## config.mk

```make
export PLATFORM = sky130hd
export DESIGN_NAME = crcfg_root_ctrl
export DESIGN_NICKNAME = d
export VERILOG_FILES = /design/src/rtl/crcfg_pkg.sv /design/src/rtl/crcfg_update_seq.sv /design/src/rtl/crcfg_shadow_regs.sv /design/src/rtl/crcfg_src_decode.sv /design/src/rtl/crcfg_root_status.sv /design/src/rtl/crcfg_root_ctrl.sv
export SDC_FILE = /design/constraint.sdc
export NUM_CORES = 1
export LEC_CHECK = 0
export BUFFER_PORTS_ARGS = -buffer_cell sky130_fd_sc_hd__buf_4
export CORE_ASPECT_RATIO = 0.5
export CORE_UTILIZATION = 40
export DETAILED_ROUTE_END_ITERATION = 12
export SETUP_SLACK_MARGIN = 0.15
export SYNTH_ARGS = -nofsm -noshare
export SYNTH_HDL_FRONTEND = slang
export SYNTH_SLANG_ARGS = --single-unit
export TNS_END_PERCENT = 20
```

## constraint.sdc

```tcl
create_clock -name clk -period 2.1 [get_ports clk]
set_input_delay 0.105 -clock clk [delete_from_list [all_inputs] [get_ports clk]]
set_output_delay 0.105 -clock clk [all_outputs]
set_load 0.02 [all_outputs]
```

## src/rtl/crcfg_pkg.sv

```systemverilog
package crcfg_pkg;
  localparam int A_CMD = 0;
  localparam int A_CFG = 1;
  localparam int A_M   = 2;
  localparam int A_N   = 3;
  localparam int A_D   = 4;

  localparam int SRC_W    = 3;
  localparam int NUM_SRC  = 1 << SRC_W;
  localparam int MODE_W   = 2;
  localparam int SRC_LSB  = 8;
  localparam int MODE_LSB = 12;
  localparam logic [MODE_W-1:0] MODE_DUAL = 2'd2;

  localparam int C_REQ   = 0;
  localparam int C_FORCE = 1;
  localparam int C_DCFG  = 4;
  localparam int C_DN    = 5;
  localparam int C_DM    = 6;
  localparam int C_DD    = 7;
  localparam int C_OFF   = 31;

  // index of M, N, D inside the shadow arrays
  localparam int IX_M = 0;
  localparam int IX_N = 1;
  localparam int IX_D = 2;
endpackage

```

## src/rtl/crcfg_update_seq.sv

```systemverilog
module crcfg_update_seq #(
  parameter int UPD_LAT = 4
) (
  input  logic clk,
  input  logic rst_n,
  input  logic req_i,
  output logic pend_o,
  output logic commit_o
);
  localparam int CNT_W = (UPD_LAT > 1) ? $clog2(UPD_LAT) : 1;
  localparam logic [CNT_W-1:0] LAST = CNT_W'(UPD_LAT - 1);

  logic [CNT_W-1:0] cnt_q;
  logic             pend_q;

  assign commit_o = pend_q && (cnt_q == LAST);
  assign pend_o   = pend_q;

  always_ff @(posedge clk) begin
    if (!rst_n) begin
      pend_q <= 1'b0;
      cnt_q  <= '0;
    end else if (pend_q) begin
      if (cnt_q == LAST) begin
        pend_q <= 1'b0;
        cnt_q  <= '0;
      end else begin
        cnt_q <= cnt_q + 1'b1;
      end
    end else if (req_i) begin
      pend_q <= 1'b1;
      cnt_q  <= '0;
    end
  end

  assert_start_R3: assert property (@(posedge clk) disable iff (!rst_n)
    (!pend_q && req_i) |=> pend_q);
  assert_finish_R3: assert property (@(posedge clk) disable iff (!rst_n)
    commit_o |=> !pend_q);
  assert_no_restart_R4: assert property (@(posedge clk) disable iff (!rst_n)
    (pend_q && !commit_o) |=> (pend_q && cnt_q == $past(cnt_q) + 1'b1));
endmodule

```

## src/rtl/crcfg_shadow_regs.sv

```systemverilog
module crcfg_shadow_regs
  import crcfg_pkg::*;
#(
  parameter int DIV_W = 5,
  parameter int MND_W = 8
) (
  input  logic                 clk,
  input  logic                 rst_n,
  input  logic                 wr_cfg_i,
  input  logic [2:0]           wr_mnd_i,
  input  logic [31:0]          wdata_i,
  input  logic                 commit_i,
  output logic [DIV_W-1:0]     sh_div_o,
  output logic [SRC_W-1:0]     sh_src_o,
  output logic [MODE_W-1:0]    sh_mode_o,
  output logic [DIV_W-1:0]     act_div_o,
  output logic [SRC_W-1:0]     act_src_o,
  output logic [MODE_W-1:0]    act_mode_o,
  output logic [2:0][MND_W-1:0] sh_mnd_o,
  output logic [2:0][MND_W-1:0] act_mnd_o,
  output logic                 dirty_cfg_o,
  output logic [2:0]           dirty_mnd_o
);
  localparam int CFG_W = DIV_W + SRC_W + MODE_W;

  logic [CFG_W-1:0] new_cfg, sh_cfg_q, act_cfg_q, ref_cfg;

  assign new_cfg = {wdata_i[MODE_LSB +: MODE_W], wdata_i[SRC_LSB +: SRC_W],
                    wdata_i[DIV_W-1:0]};
  // a write that meets a commit compares with the value about to become active
  assign ref_cfg = commit_i ? sh_cfg_q : act_cfg_q;

  always_ff @(posedge clk) begin
    if (!rst_n) begin
      sh_cfg_q    <= '0;
      act_cfg_q   <= '0;
      dirty_cfg_o <= 1'b0;
    end else begin
      if (commit_i) act_cfg_q <= sh_cfg_q;
      if (wr_cfg_i) begin
        sh_cfg_q    <= new_cfg;
        dirty_cfg_o <= (new_cfg != ref_cfg);
      end else if (commit_i) begin
        dirty_cfg_o <= 1'b0;
      end
    end
  end

  assign {sh_mode_o, sh_src_o, sh_div_o}    = sh_cfg_q;
  assign {act_mode_o, act_src_o, act_div_o} = act_cfg_q;

  for (genvar g = 0; g < 3; g++) begin : g_mnd
    logic [MND_W-1:0] sh_q, act_q, nv, rv;
    logic             dty_q;
    assign nv = wdata_i[MND_W-1:0];
    assign rv = commit_i ? sh_q : act_q;
    always_ff @(posedge clk) begin
      if (!rst_n) begin
        sh_q  <= '0;
        act_q <= '0;
        dty_q <= 1'b0;
      end else begin
        if (commit_i) act_q <= sh_q;
        if (wr_mnd_i[g]) begin
          sh_q  <= nv;
          dty_q <= (nv != rv);
        end else if (commit_i) begin
          dty_q <= 1'b0;
        end
      end
    end
    assign sh_mnd_o[g]    = sh_q;
    assign act_mnd_o[g]   = act_q;
    assign dirty_mnd_o[g] = dty_q;
  end

  assert_dirty_clear_R5: assert property (@(posedge clk) disable iff (!rst_n)
    (commit_i && !wr_cfg_i && wr_mnd_i == 3'b000) |=> (!dirty_cfg_o && dirty_mnd_o == 3'b000));
  assert_act_hold_R2: assert property (@(posedge clk) disable iff (!rst_n)
    !commit_i |=> $stable(act_cfg_q));
endmodule

```

## src/rtl/crcfg_src_decode.sv

```systemverilog
module crcfg_src_decode #(
  parameter int SRC_W   = 3,
  parameter int NUM_SRC = 1 << SRC_W
) (
  input  logic               clk,
  input  logic               rst_n,
  input  logic [SRC_W-1:0]   src_i,
  output logic [NUM_SRC-1:0] oh_o
);
  for (genvar i = 0; i < NUM_SRC; i++) begin : g_sel
    assign oh_o[i] = (src_i == SRC_W'(i));
  end

  assert_onehot_R7: assert property (@(posedge clk) disable iff (!rst_n)
    $countones(oh_o) == 1);
endmodule

```

## src/rtl/crcfg_root_status.sv

```systemverilog
module crcfg_root_status (
  input  logic clk,
  input  logic rst_n,
  input  logic force_i,
  input  logic req_i,
  output logic on_o
);
  always_ff @(posedge clk) begin
    if (!rst_n) on_o <= 1'b0;
    else        on_o <= force_i | req_i;
  end

  assert_force_on_R6: assert property (@(posedge clk) disable iff (!rst_n)
    force_i |=> on_o);
  assert_idle_off_R6: assert property (@(posedge clk) disable iff (!rst_n)
    (!force_i && !req_i) |=> !on_o);
endmodule

```

## src/rtl/crcfg_root_ctrl.sv

```systemverilog
module crcfg_root_ctrl
  import crcfg_pkg::*;
#(
  parameter int ADDR_W  = 3,
  parameter int DIV_W   = 5,
  parameter int MND_W   = 8,
  parameter int UPD_LAT = 4
) (
  input  logic               clk,
  input  logic               rst_n,
  input  logic [ADDR_W-1:0]  addr_i,
  input  logic [31:0]        wdata_i,
  input  logic               we_i,
  output logic [31:0]        rdata_o,
  input  logic               root_req_i,
  output logic               root_on_o,
  output logic [DIV_W-1:0]   act_div_o,
  output logic [2:0]         act_src_o,
  output logic [7:0]         act_src_oh_o,
  output logic [1:0]         act_mode_o,
  output logic               dual_edge_o,
  output logic [MND_W-1:0]   act_m_o,
  output logic [MND_W-1:0]   act_n_o,
  output logic [MND_W-1:0]   act_d_o,
  output logic               cfg_load_o
);
  logic wr_cmd, wr_cfg;
  logic [2:0] wr_mnd;
  logic force_q, pend, commit, dirty_cfg;
  logic [2:0] dirty_mnd;
  logic [DIV_W-1:0] sh_div;
  logic [SRC_W-1:0] sh_src;
  logic [MODE_W-1:0] sh_mode;
  logic [2:0][MND_W-1:0] sh_mnd, act_mnd;

  assign wr_cmd       = we_i && (addr_i == ADDR_W'(A_CMD));
  assign wr_cfg       = we_i && (addr_i == ADDR_W'(A_CFG));
  assign wr_mnd[IX_M] = we_i && (addr_i == ADDR_W'(A_M));
  assign wr_mnd[IX_N] = we_i && (addr_i == ADDR_W'(A_N));
  assign wr_mnd[IX_D] = we_i && (addr_i == ADDR_W'(A_D));

  always_ff @(posedge clk) begin
    if (!rst_n)      force_q <= 1'b0;
    else if (wr_cmd) force_q <= wdata_i[C_FORCE];
  end

  crcfg_update_seq #(.UPD_LAT(UPD_LAT)) u_seq (
    .clk(clk), .rst_n(rst_n), .req_i(wr_cmd && wdata_i[C_REQ]),
    .pend_o(pend), .commit_o(commit));

  crcfg_shadow_regs #(.DIV_W(DIV_W), .MND_W(MND_W)) u_regs (
    .clk(clk), .rst_n(rst_n), .wr_cfg_i(wr_cfg), .wr_mnd_i(wr_mnd),
    .wdata_i(wdata_i), .commit_i(commit),
    .sh_div_o(sh_div), .sh_src_o(sh_src), .sh_mode_o(sh_mode),
    .act_div_o(act_div_o), .act_src_o(act_src_o), .act_mode_o(act_mode_o),
    .sh_mnd_o(sh_mnd), .act_mnd_o(act_mnd),
    .dirty_cfg_o(dirty_cfg), .dirty_mnd_o(dirty_mnd));

  crcfg_src_decode #(.SRC_W(SRC_W), .NUM_SRC(NUM_SRC)) u_src (
    .clk(clk), .rst_n(rst_n), .src_i(act_src_o), .oh_o(act_src_oh_o));

  crcfg_root_status u_stat (
    .clk(clk), .rst_n(rst_n), .force_i(force_q), .req_i(root_req_i),
    .on_o(root_on_o));

  assign act_m_o     = act_mnd[IX_M];
  assign act_n_o     = act_mnd[IX_N];
  assign act_d_o     = act_mnd[IX_D];
  assign dual_edge_o = (act_mode_o == MODE_DUAL);
  assign cfg_load_o  = commit;

  always_comb begin
    rdata_o = '0;
    case (addr_i)
      ADDR_W'(A_CMD): begin
        rdata_o[C_REQ]   = pend;
        rdata_o[C_FORCE] = force_q;
        rdata_o[C_DCFG]  = dirty_cfg;
        rdata_o[C_DN]    = dirty_mnd[IX_N];
        rdata_o[C_DM]    = dirty_mnd[IX_M];
        rdata_o[C_DD]    = dirty_mnd[IX_D];
        rdata_o[C_OFF]   = ~root_on_o;
      end
      ADDR_W'(A_CFG): begin
        rdata_o[DIV_W-1:0]             = sh_div;
        rdata_o[SRC_LSB +: SRC_W]      = sh_src;
        rdata_o[MODE_LSB +: MODE_W]    = sh_mode;
      end
      ADDR_W'(A_M): rdata_o[MND_W-1:0] = sh_mnd[IX_M];
      ADDR_W'(A_N): rdata_o[MND_W-1:0] = sh_mnd[IX_N];
      ADDR_W'(A_D): rdata_o[MND_W-1:0] = sh_mnd[IX_D];
      default: rdata_o = '0;
    endcase
  end

  assert_load_copy_R3: assert property (@(posedge clk) disable iff (!rst_n)
    cfg_load_o |=> ({act_mode_o, act_src_o, act_div_o} == $past({sh_mode, sh_src, sh_div})
                    && act_m_o == $past(sh_mnd[IX_M]) && act_d_o == $past(sh_mnd[IX_D])));
  assert_req_clears_R3: assert property (@(posedge clk) disable iff (!rst_n)
    $fell(pend) |-> $past(cfg_load_o));
  assert_stable_wo_load_R2: assert property (@(posedge clk) disable iff (!rst_n)
    !cfg_load_o |=> ($stable(act_m_o) && $stable(act_n_o) && $stable(act_d_o)));
endmodule

```

; After elaboration in Yosys (flattened, before gate mapping)
; Index checks and enable logic that the tools add are counted.
[classes]
reduce_logical = 14
eq_ne = 17
bitwise = 2
n_mux = 22
n_addsub = 1
[op_table]
columns = operator, count
row1 = 8-bit 2-to-1 mux, 3
row2 = 8-bit inequality test, 3
row3 = 3-bit equality test (second input constant), 5
row4 = 3-bit by 2-bit equality test with 1-bit output (second input constant), 4
row5 = 3-bit case mux with 4 select lines, 1
row6 = 10-bit 2-to-1 mux, 1
row7 = 10-bit inequality test, 1
row8 = 2-bit case mux with 5 select lines, 1
row9 = 2-bit nonzero test, 5
row10 = 1-bit 2-to-1 mux, 9
row11 = 2-bit 2-to-1 mux, 4
row12 = 2-bit case mux with 4 select lines, 1
row13 = 1-bit logical AND, 7
row14 = 3-bit by 1-bit equality test with 1-bit output (second input constant), 2
row15 = 3-bit logical NOT, 2
row16 = 1-bit case mux with 5 select lines, 1
row17 = 2-bit equality test (second input constant), 2
row18 = 3-bit 2-to-1 mux, 1
row19 = 2-bit by 1-bit adder with 2-bit output (second input constant), 1
row20 = 1-bit NOT, 1
row21 = 1-bit bitwise OR, 1
[totals]
reg_bits = 77
inputBits = 39
output_inout_bits = 77

; Logic depth before layout (Yosys ltp)
; Gate-level depths: netlist of the first run.
[depth]
ltp_word = 5
ltp_mapped = 8

; Hierarchy
; A second synthesis of the first run with hierarchy kept.
[hier_totals]
hier_cells = 393
hier_area_um2 = 3996.3
[by_module_without_submodules]
columns = module, instances, cells_per_inst, area_per_inst_um2
row1 = crcfg_shadow_regs, 1, 292, 3138.0
row2 = crcfg_root_ctrl, 1, 79, 636.9
row3 = crcfg_update_seq, 1, 12, 128.9
row4 = crcfg_src_decode, 1, 8, 65.1
row5 = crcfg_root_status, 1, 2, 27.5

; Least setup slack after synthesis of the first run
; Ideal clock, no wire load.
[synth_timing]
path_type = register -> register
startpoint = register u_seq.cnt_q[0]
endpoint = register u_regs.dirty_cfg_o
slack_ns = 0.449
t_arrival_ns = 1.518
stages_incl_launch_ff = 8
t_required_ns = 1.966
path_cell_list = dfxtp_1 -> ha_1 -> nand2_4 -> buf_6 -> mux2i_4 -> xnor2_1 -> nor4_1 -> a211oi_1
[synth_via]
elab_chain_len = 5
[synth_lines]
columns = element, line_no
row1 = from (decl), crcfg_update_seq.sv:13  ; logic [CNT_W-1:0] cnt_q;
row2 = from (signal assigned), crcfg_update_seq.sv:28  ; cnt_q <= cnt_q + 1'b1;
row3 = 2-bit equality test *, crcfg_update_seq.sv:16  ; assign commit_o = pend_q && (cnt_q == LAST);
row4 = 1-bit logical AND *, crcfg_update_seq.sv:16
row5 = 10-bit 2-to-1 mux, -
row6 = 10-bit inequality test, crcfg_shadow_regs.sv:42  ; dirty_cfg_o <= (new_cfg != ref_cfg);
row7 = 1-bit 2-to-1 mux, crcfg_shadow_regs.sv:40  ; if (wr_cfg_i) begin
row8 = to (signal assigned), crcfg_shadow_regs.sv:42
row9 = to (decl), crcfg_shadow_regs.sv:21  ; output logic dirty_cfg_o,
; Every way passes the cells marked *; elsewhere a longest branch is shown, timed or not.
; A chain may end at the register's enable or synchronous reset.

; Final worst setup path of the first run
[layout_timing]
startpoint = register u_regs.sh_cfg_q[1]
endpoint = output port rdata_o[1]
[layout_via]
elab_chain_len = 1
[layout_lines]
columns = element, line_no
row1 = from (decl), crcfg_shadow_regs.sv:26  ; logic [CFG_W-1:0] new_cfg, sh_cfg_q, act_cfg_q, ref_cfg;
row2 = from (signal assigned), crcfg_shadow_regs.sv:41  ; sh_cfg_q <= new_cfg;
row3 = 2-bit case mux with 5 select lines, crcfg_root_ctrl.sv:74  ; case (addr_i)
row4 = to (decl), crcfg_root_ctrl.sv:14  ; output logic [31:0] rdata_o,
; Every way passes these cells.

==> impl_metrics.toml, run 1 <==
[run_status]
status = "finished, final reports clean"

[clock_tree]
clkSinkCount = 77
cts_max_path_buffers = 2
path_clk_slew_ns = 0.06
cts-buffers-inserted = 9
cts_tree = "done"
insertion_delay_ns = 0.33
h-tree-depth = 3
root_buffer = "clkbuf_16"

[cells_and_area]
diodes = 0
fin_nets = 643
mostFrequentLayoutCells = "nand2_1, buf_4, dfxtp_1"
layout_commonest_cell = "nand2_1"
synthToLayoutAreaGrowth_pct = 23.0
drive_above_1_share = 0.207
final_area_sq_um = 5160

[worst_setup_path]
worst-path-buf-inv = 1
worstPathArrival_ns = 1.69
crit_chain = "mux4_2 > nor2b_1 > a31o_2 > buf_4"
cpLargestDelayFamily = "multiplexers"
crit_path_end_kind = "output pin"
crit_path_top_delay_cell = "mux4_2"
slowest_delay_ns = 0.46
cp_max_fo = 5
critPathRequiredTime_ns = 2.00
start_kind = "flop"
worst-setup-path-type = "reg -> out"

[timing]
drv_slew = 0
finalCriticalPeriod_ns = 1.80
fmax_ghz = 0.557
slew_headroom = 0.606
tns_ns = 0
tightestPinTransition_ns = 0.590
rsz0062_at_grt = "false"
hold_viol = 0
post-route-period-util = 0.856
fin_skew_ns = 0.00681
setup_violations = 0
hold_ws_ns = 0.0327

[drt]
drt_pass1_iterations = 5
drt_iter0_markers = 204
drc = 0
drt_wl_total_um = 11400
postRouteAntennaNets = 0
avgRoutedWirePerCell_um = 15.4
via_count = 3834
via_per_inst = 5.16

[hold_path]
min_path_type = "in -> reg"

[synthesis]
synth-simple-area-share = 0.253
yosysTopAreaCell = "dfxtp_1"
syn_area_sq_um = 4190
seq_area_frac_synth = 0.368
avgSynthCellArea_sq_um = 7.71
synth_seq_cells = 77
ys.flop_type = "dfxtp_1"
synthArstFlopShare = 0
yosys_warnings = 0
synthAdderAreaFrac = 0.00299
synth_area_leaders = "dfxtp_1, nand2_1, a21oi_1, mux2i_1, buf_4"
synth_cell_types = 56
synth_top_family_by_area = "simple AND/OR/NAND/NOR gates"
synth_cells = 544
synth.top_cell.area_share = 0.368
synth_edf_count = 0
synthXorXnorAreaFrac = 0.0564
muxShareOfSynthArea = 0.0570
synth-compound-area-share = 0.170

[job]
max_cap_viol_count = 0

[die]
die_area_sq_um = 10900
core_area_sq_um = 9790
die_x_um = 147
pin_count = 116
die_h_um = 74.4
rows = 25
initial_utilization = 0.428

[global_route]
grt_max_degree = 77
grt_pass1_wl_um = 18300
grt-ovfl-total = 0
grt_pass1_vias = 3477
grt_antenna_before_repair = 0
track_usage = 0.216

[placed_design]
hpwl_um = 8020
io_buffers = 78
routabilityCongestion = 0.802
postPlaceCellArea_sq_um = 4810

[power_and_ir_drop]
power.ir.vdd_worst_uv = 363
p_leak_uw = 0.00205
cellPowerDensity_nw_per_um2 = 664
power_uw = 3420
-- where the power goes --
part	switching, uW	internal (uW)	total (uW)
combinational	197	107	304
clock	601	1020	1620
sequential	20.9	1480	1500
total	819	2600	3420
-- state kept, by name (all words and copies together), names as in the netlist --
register / flops
u_stat.on_o: 1
u_regs.dirty_cfg_o: 1
u_regs.act_cfg_q: 10
u_regs.sh_cfg_q: 10
force_q: 1
u_seq.cnt_q: 2
u_seq.pend_o: 1
u_regs.g_mnd.sh_q: 24
u_regs.g_mnd.act_q: 24
u_regs.g_mnd.dty_q: 3
-- cells in the mapped netlist (2+ instances only) --
cell type    n
buf_4       20
nor4_1       5
dfxtp_1     77
o22ai_1      6
or2_2        3
a21oi_1     67
mux2i_4      2
nand3b_1     6
mux2i_1     16
buf_1        4
a2111oi_0    3
nand2_1    118
nor3_1      12
buf_2       16
nor3b_1      3
a31oi_1      4
xnor2_1     17
nand3_1      6
clkbuf_1    18
o21ai_0      9
a221oi_1     4
and3_1       3
a32oi_1      2
and2_1       7
nand2b_1     3
nor2_1      31
xor2_1      10
a22oi_1      7
inv_1       14
a211oi_1     6
nor2b_1     20
-- area by class of cell --
class                   count  area, sq um
fillers                   963         4630
multi-input cells         409         2350
flip-flops and latches     77         1540
repair buffers             91          723
clock buffers              13          270
well taps                 135          169
inverters                  15         56.3
clock inverters             3         42.5
-- worst reg2reg max path: cells and delay by family, from the launching register on --
kind	cells	cell delay, ns
buf+inv	2	0.39
compound gates	3	0.37
flops	1	0.38
simple gates	2	0.34
fa+ha+maj	1	0.19
-- stage by stage --
stage	instances	utilization	setup WS, ns
after floorplan	561	-	0.449
after global placement	726	0.491	0.151
after detailed placement	726	0.491	0.176
after CTS	743	0.524	0.152
after global routing	743	0.527	0.196
final	743	0.527	0.303
-- worst paths after layout --
| kind | from | endpoint | slack (ns) | depth (start not counted) |
|---|---|---|---|---|
| max | u_regs.sh_cfg_q[1] | rdata_o[1] | 0.30 | 4 |
| min reg2reg | u_regs.g_mnd[0].sh_q[6] | u_regs.g_mnd[0].sh_q[6] | 0.47 | 2 |
| min | wdata_i[12] | u_regs.sh_cfg_q[8] | 0.03 | 3 |
| max reg2reg | u_seq.cnt_q[1] | u_regs.g_mnd[2].dty_q | 0.31 | 8 |
-- cell families after synthesis --
kind of cell               Yosys count
muxes                               20
buffers and inverters               75
xor gates and xnor gates            27
and+or+nand+nor                    225
adders and majority gates            1
other                                1
DFF                                 77
AOI/OAI and AO/OA                  118
-- per-layer routing --
metal | global-route usage | part of all wire
met1 | 0.300 | 0.51
met2 | 0.342 | 0.42
met3 | 0.0479 | 0.059
met4 | 0.0613 | 0.0074
met5 | 0 | 0
-- timing repair --
| action | CTS | global route |
|---|---|---|
| hold buffers | 1 | 0 |
| endpoints found under the hold margin | 1 | 0 |
| setup buffers | 0 | 0 |
| setup endpoints to repair | 1 | 4 |
| gates resized for setup | 1 | 6 |
No activity file was read; power rests on OpenSTA's default activity.
==> inputs of run 2 (changes only) <==
==> constraint.sdc (replaced) <==
create_clock -name clk -period 2.03 [get_ports clk]
set_input_delay 0.203 -clock clk [delete_from_list [all_inputs] [get_ports clk]]
set_output_delay 0.203 -clock clk [all_outputs]
set_load 0.02 [all_outputs]
==> run 2 against run 1 <==
Effect of this change:
- wire length decreased by 3.4%
- global-route usage decreased by 0.62 points
- highest routed layer unchanged
- sequential share of layout area fell by 0.14 points
- largest cell class unchanged
- register-to-register slack lost 0.04 ns
- critical endpoint unchanged
- utilization up 0.29 points
- total power grew 1.6%
==> impl_metrics.toml, run 2 (synthesis results as in run 1) <==
[power_and_ir_drop]
power_uw = 3480
cellPowerDensity_nw_per_um2 = 671
p_leak_uw = 0.00207
power.ir.vdd_worst_uv = 393

[timing]
tightestPinTransition_ns = 0.504
slew_headroom = 0.663
hold_viol = 0
drv_slew = 0
finalCriticalPeriod_ns = 1.85
hold_ws_ns = 0.0757
tns_ns = 0
post-route-period-util = 0.909
fmax_ghz = 0.542
setup_violations = 0
fin_skew_ns = 0.00991
rsz0062_at_grt = "true"

[worst_setup_path]
crit_chain = "mux4_2 > nor2b_1 > a31o_2 > buf_4"
crit_path_end_kind = "output pin"
cpLargestDelayFamily = "multiplexers"
worst-setup-path-type = "reg -> out"
start_kind = "flop"
critPathRequiredTime_ns = 1.83
worstPathArrival_ns = 1.64
crit_path_top_delay_cell = "mux4_2"
slowest_delay_ns = 0.46
worst-path-buf-inv = 1
cp_max_fo = 4

[cells_and_area]
mostFrequentLayoutCells = "nand2_1, buf_4, dfxtp_1"
fillCellCount = 948
synthToLayoutAreaGrowth_pct = 23.7
drive_above_1_share = 0.220
fin_nets = 648
layout_commonest_cell = "nand2_1"
fin_cells = 748
regArea_sq_um = 1540
multi_input_area_sq_um = 2360
reg_top3 = "u_regs.g_mnd.act_q (24), u_regs.g_mnd.sh_q (24)"
diodes = 0

[clock_tree]
path_clk_slew_ns = 0.06
post-cts-setup-buffers = 0
clkSinkCount = 77
insertion_delay_ns = 0.34
cts_tree = "done"
h-tree-depth = 3
root_buffer = "clkbuf_16"
cts-buffers-inserted = 9
cts_max_path_buffers = 2

[global_route]
grt_max_degree = 77
grt_antenna_before_repair = 0
grt-ovfl-total = 0
grt_pass1_wl_um = 17800
track_usage = 0.210
grt_pass1_vias = 3418

[hold_path]
min_path_type = "in -> reg"

[drt]
postRouteAntennaNets = 0
drt_iter0_markers = 207
via_per_inst = 5.06
drt_pass1_iterations = 5
drt_wl_total_um = 11000
drc = 0
avgRoutedWirePerCell_um = 14.8
via_count = 3787

[die]
rows = 25
pin_count = 116
die_h_um = 74.4
die_area_sq_um = 10900
die_x_um = 147
initial_utilization = 0.428
core_area_sq_um = 9790

[placed_design]
place_inst = 732
routabilityCongestion = 0.786
io_buffers = 78
hpwl_um = 8050

[job]
max_cap_viol_count = 0

[run_status]
status = "finished, final reports clean"
run 2: per-layer routing:
metal | part of all wire | vias to the layer above | wire length (um) | GRT usage
li1 | - | 1939 | - | -
met2 | 0.42 | 104 | 4640 | 0.332
met3 | 0.058 | 4 | 637 | 0.0466
met5 | 0 | - | 0 | 0
met4 | 0.0031 | 0 | 34 | 0.0556
met1 | 0.52 | 1740 | 5730 | 0.293
run 2: power breakdown:
part	switching [uW]	total, uW	internal, uW
clock	632	1610	980
sequential	20.4	1550	1530
combinational	203	315	112
run 2: cell type report:
cell class	instances	share of cell area
Clock buffer	10	0.0461
Clock inverter	6	0.0121
Inverter	15	0.0113
Multi-Input combinational cell	409	0.455
Sequential cell	77	0.298
Tap cell	135	0.0326
Timing Repair Buffer	96	0.145
run 2: worst paths after layout:
check | from | end | slack [ns] | cells past startpoint
worst max-delay path | u_regs.g_mnd[1].sh_q[1] | rdata_o[1] | 0.18 | 4
worst min-delay path | root_req_i | u_stat.on_o | 0.08 | 3
worst max register to register | u_seq.cnt_q[1] | u_regs.g_mnd[2].dty_q | 0.27 | 7
worst min register to register | u_regs.sh_cfg_q[6] | u_regs.act_cfg_q[6] | 0.47 | 2
run 2: stage by stage:
stage	utilization	instance area, sq um	setup WS (ns)
CTS	0.527	5160	0.133
floorplan	-	4260	0.379
global placement	0.494	4840	0.0388
detailed placement	0.494	4840	-0.000393
finish	0.530	5180	0.184
global route	0.530	5180	0.117
run 2: tightest hold or removal path: cells and delay by family:
kind	cells	cell delay, ns
buffers and inverters	1	0.08
and+or+nand+nor	2	0.09
run 2: repair_timing:
action | CTS | global route
pin swaps | 0 | 1
hold buffers | 0 | 0
gates resized for setup | 3 | 9
endpoints found under the setup margin | 6 | 6
==> inputs of run 3 (changes only) <==
- MAX_ROUTING_LAYER: unset -> met4
==> run 3 against run 2 <==
Effect of this change:
- combinational power about the same
- cell count unchanged
- highest routed layer unchanged
- critical path depth unchanged
- wire length down 0.20%
- sequential cell count unchanged
- total power up 0.12%
- global-route usage up 0.71 points
- sequential power about the same
- critical endpoint unchanged
- clock power about the same
==> impl_metrics.toml, run 3 (synthesis results as in run 1) <==
[die]
rows = 25
core_area_sq_um = 9790
die_h_um = 74.4
die_x_um = 147
pin_count = 116
initial_utilization = 0.428
die_area_sq_um = 10900

[drt]
via_per_inst = 5.07
via_count = 3794
drc = 0
postRouteAntennaNets = 0
avgRoutedWirePerCell_um = 14.7
drt_iter0_markers = 192
drt_wl_total_um = 11000
drt_pass1_iterations = 5

[placed_design]
routabilityCongestion = 0.797
hpwl_um = 8050
io_buffers = 78
postPlaceCellArea_sq_um = 4840
dp_worst_setup_slack_ns = -0.000393

[hold_path]
hp-start = "root_req_i"
min_to = "u_stat.on_o"
hold_depth = 3
min_path_type = "in -> reg"

[clock_tree]
insertion_delay_ns = 0.34
path_clk_slew_ns = 0.06
root_buffer = "clkbuf_16"
clkSinkCount = 77
h-tree-depth = 3
cts_max_path_buffers = 2
cts-buffers-inserted = 9
post-cts-setup-buffers = 0
ctsHoldBuffers = 0
cts_tree = "done"

[worst_setup_path]
worstPathArrival_ns = 1.65
critPathRequiredTime_ns = 1.83
cp_max_fo = 4
crit_chain = "mux4_2 > nor2b_1 > a31o_2 > buf_4"
timing.rr.start = "u_seq.cnt_q[1]"
worst-setup-path-type = "reg -> out"
crit-reg2reg-capture = "u_regs.g_mnd[0].dty_q"
r2r_slack_ns = 0.28
slowest_delay_ns = 0.46
rr_worst_depth = 7
crit_path_end_kind = "output pin"
crit_path_top_delay_cell = "mux4_2"
critPathLaunch = "u_regs.g_mnd[1].sh_q[1]"
start_kind = "flop"

[cells_and_area]
synthToLayoutAreaGrowth_pct = 23.7
reg_top3 = "u_regs.g_mnd.act_q (24), u_regs.g_mnd.sh_q (24)"
mostFrequentLayoutCells = "nand2_1, buf_4, dfxtp_1"
multi_input_area_sq_um = 2360
final_util = 0.530
drive_above_1_share = 0.220
layout_commonest_cell = "nand2_1"
fin_nets = 648
final_area_sq_um = 5180
diodes = 0
fillCellCount = 948
regArea_sq_um = 1540

[timing]
fin_skew_ns = 0.0101
hold_viol = 0
post-route-period-util = 0.912
rsz0062_at_grt = "true"
slew_headroom = 0.663
fin_ws_ns = 0.179
fmax_ghz = 0.540
setup_violations = 0
drv_slew = 0
finalCriticalPeriod_ns = 1.85
tightestPinTransition_ns = 0.503
hold_ws_ns = 0.0736

[global_route]
grt_max_degree = 77
track_usage = 0.217
grt_pass1_wl_um = 17800
grt_antenna_before_repair = 0
grt_pass1_vias = 3413
grt-ovfl-total = 0

[power_and_ir_drop]
p_leak_uw = 0.00207
cellPowerDensity_nw_per_um2 = 672
power.ir.vdd_worst_uv = 398

[job]
max_cap_viol_count = 0

[run_status]
status = "finished, final reports clean"
==> run 3: routing by layer <==
metal | part of all wire | vias to the layer above | GRT usage
met2 | 0.42 | 109 | 0.332
met4 | 0.0063 | 0 | 0.0556
li1 | - | 1939 | -
met5 | 0 | - | -
met1 | 0.51 | 1740 | 0.294
met3 | 0.065 | 6 | 0.0448
==> run 3: worst max path at each step <==
stage	to	slack (ns)
6_report	rdata_o[1]	0.18
5_1_grt	rdata_o[1]	0.12
4_1_cts	rdata_o[1]	0.13
3_5_place_dp	u_regs.g_mnd[1].dty_q	-0.0004
3_3_place_gp	u_regs.g_mnd[1].dty_q	0.04
2_1_floorplan	u_regs.dirty_cfg_o	0.38
==> run 3: per-stage QoR <==
stage / cells / setup TNS (ns) / power (uW)
after CTS: 748 / 0 / 3520
after floorplan: 561 / 0 / 1820
after global routing: 748 / 0 / 3610
after detailed placement: 732 / -0.000393 / 1890
after global placement: 732 / 0 / 1890
final: 748 / 0 / 3480
==> run 3: worst max-delay path, delay by kind of cell (launching register included) <==
family          cells  cell delay [ns]
flops               1             0.34
buf+inv             1             0.15
simple gates        1             0.14
mux                 1             0.46
compound gates      1             0.22
==> run 3: layout make-up <==
type | count | area share
multi-input combinational | 409 | 0.455
inverter | 15 | 0.0113
clock inverter | 6 | 0.0121
sequential | 77 | 0.298
tap | 135 | 0.0326
timing repair buffer | 96 | 0.145
clock buffer | 10 | 0.0461
==> run 3: report_power, final <==
| group | switching [uW] | internal (uW) | total (uW) |
|---|---|---|---|
| Clock | 637 | 980 | 1620 |
| Combinational | 203 | 112 | 314 |
| Sequential | 20.5 | 1530 | 1550 |
| Total | 860 | 2620 | 3480 |
==> run 3: what timing repair did <==
item,4_1_cts,5_1_grt
endpoints found under the setup margin,6,6
endpoints found under the hold margin,0,0
gates resized for setup,3,9
pin swaps,0,1
cloned,0,0
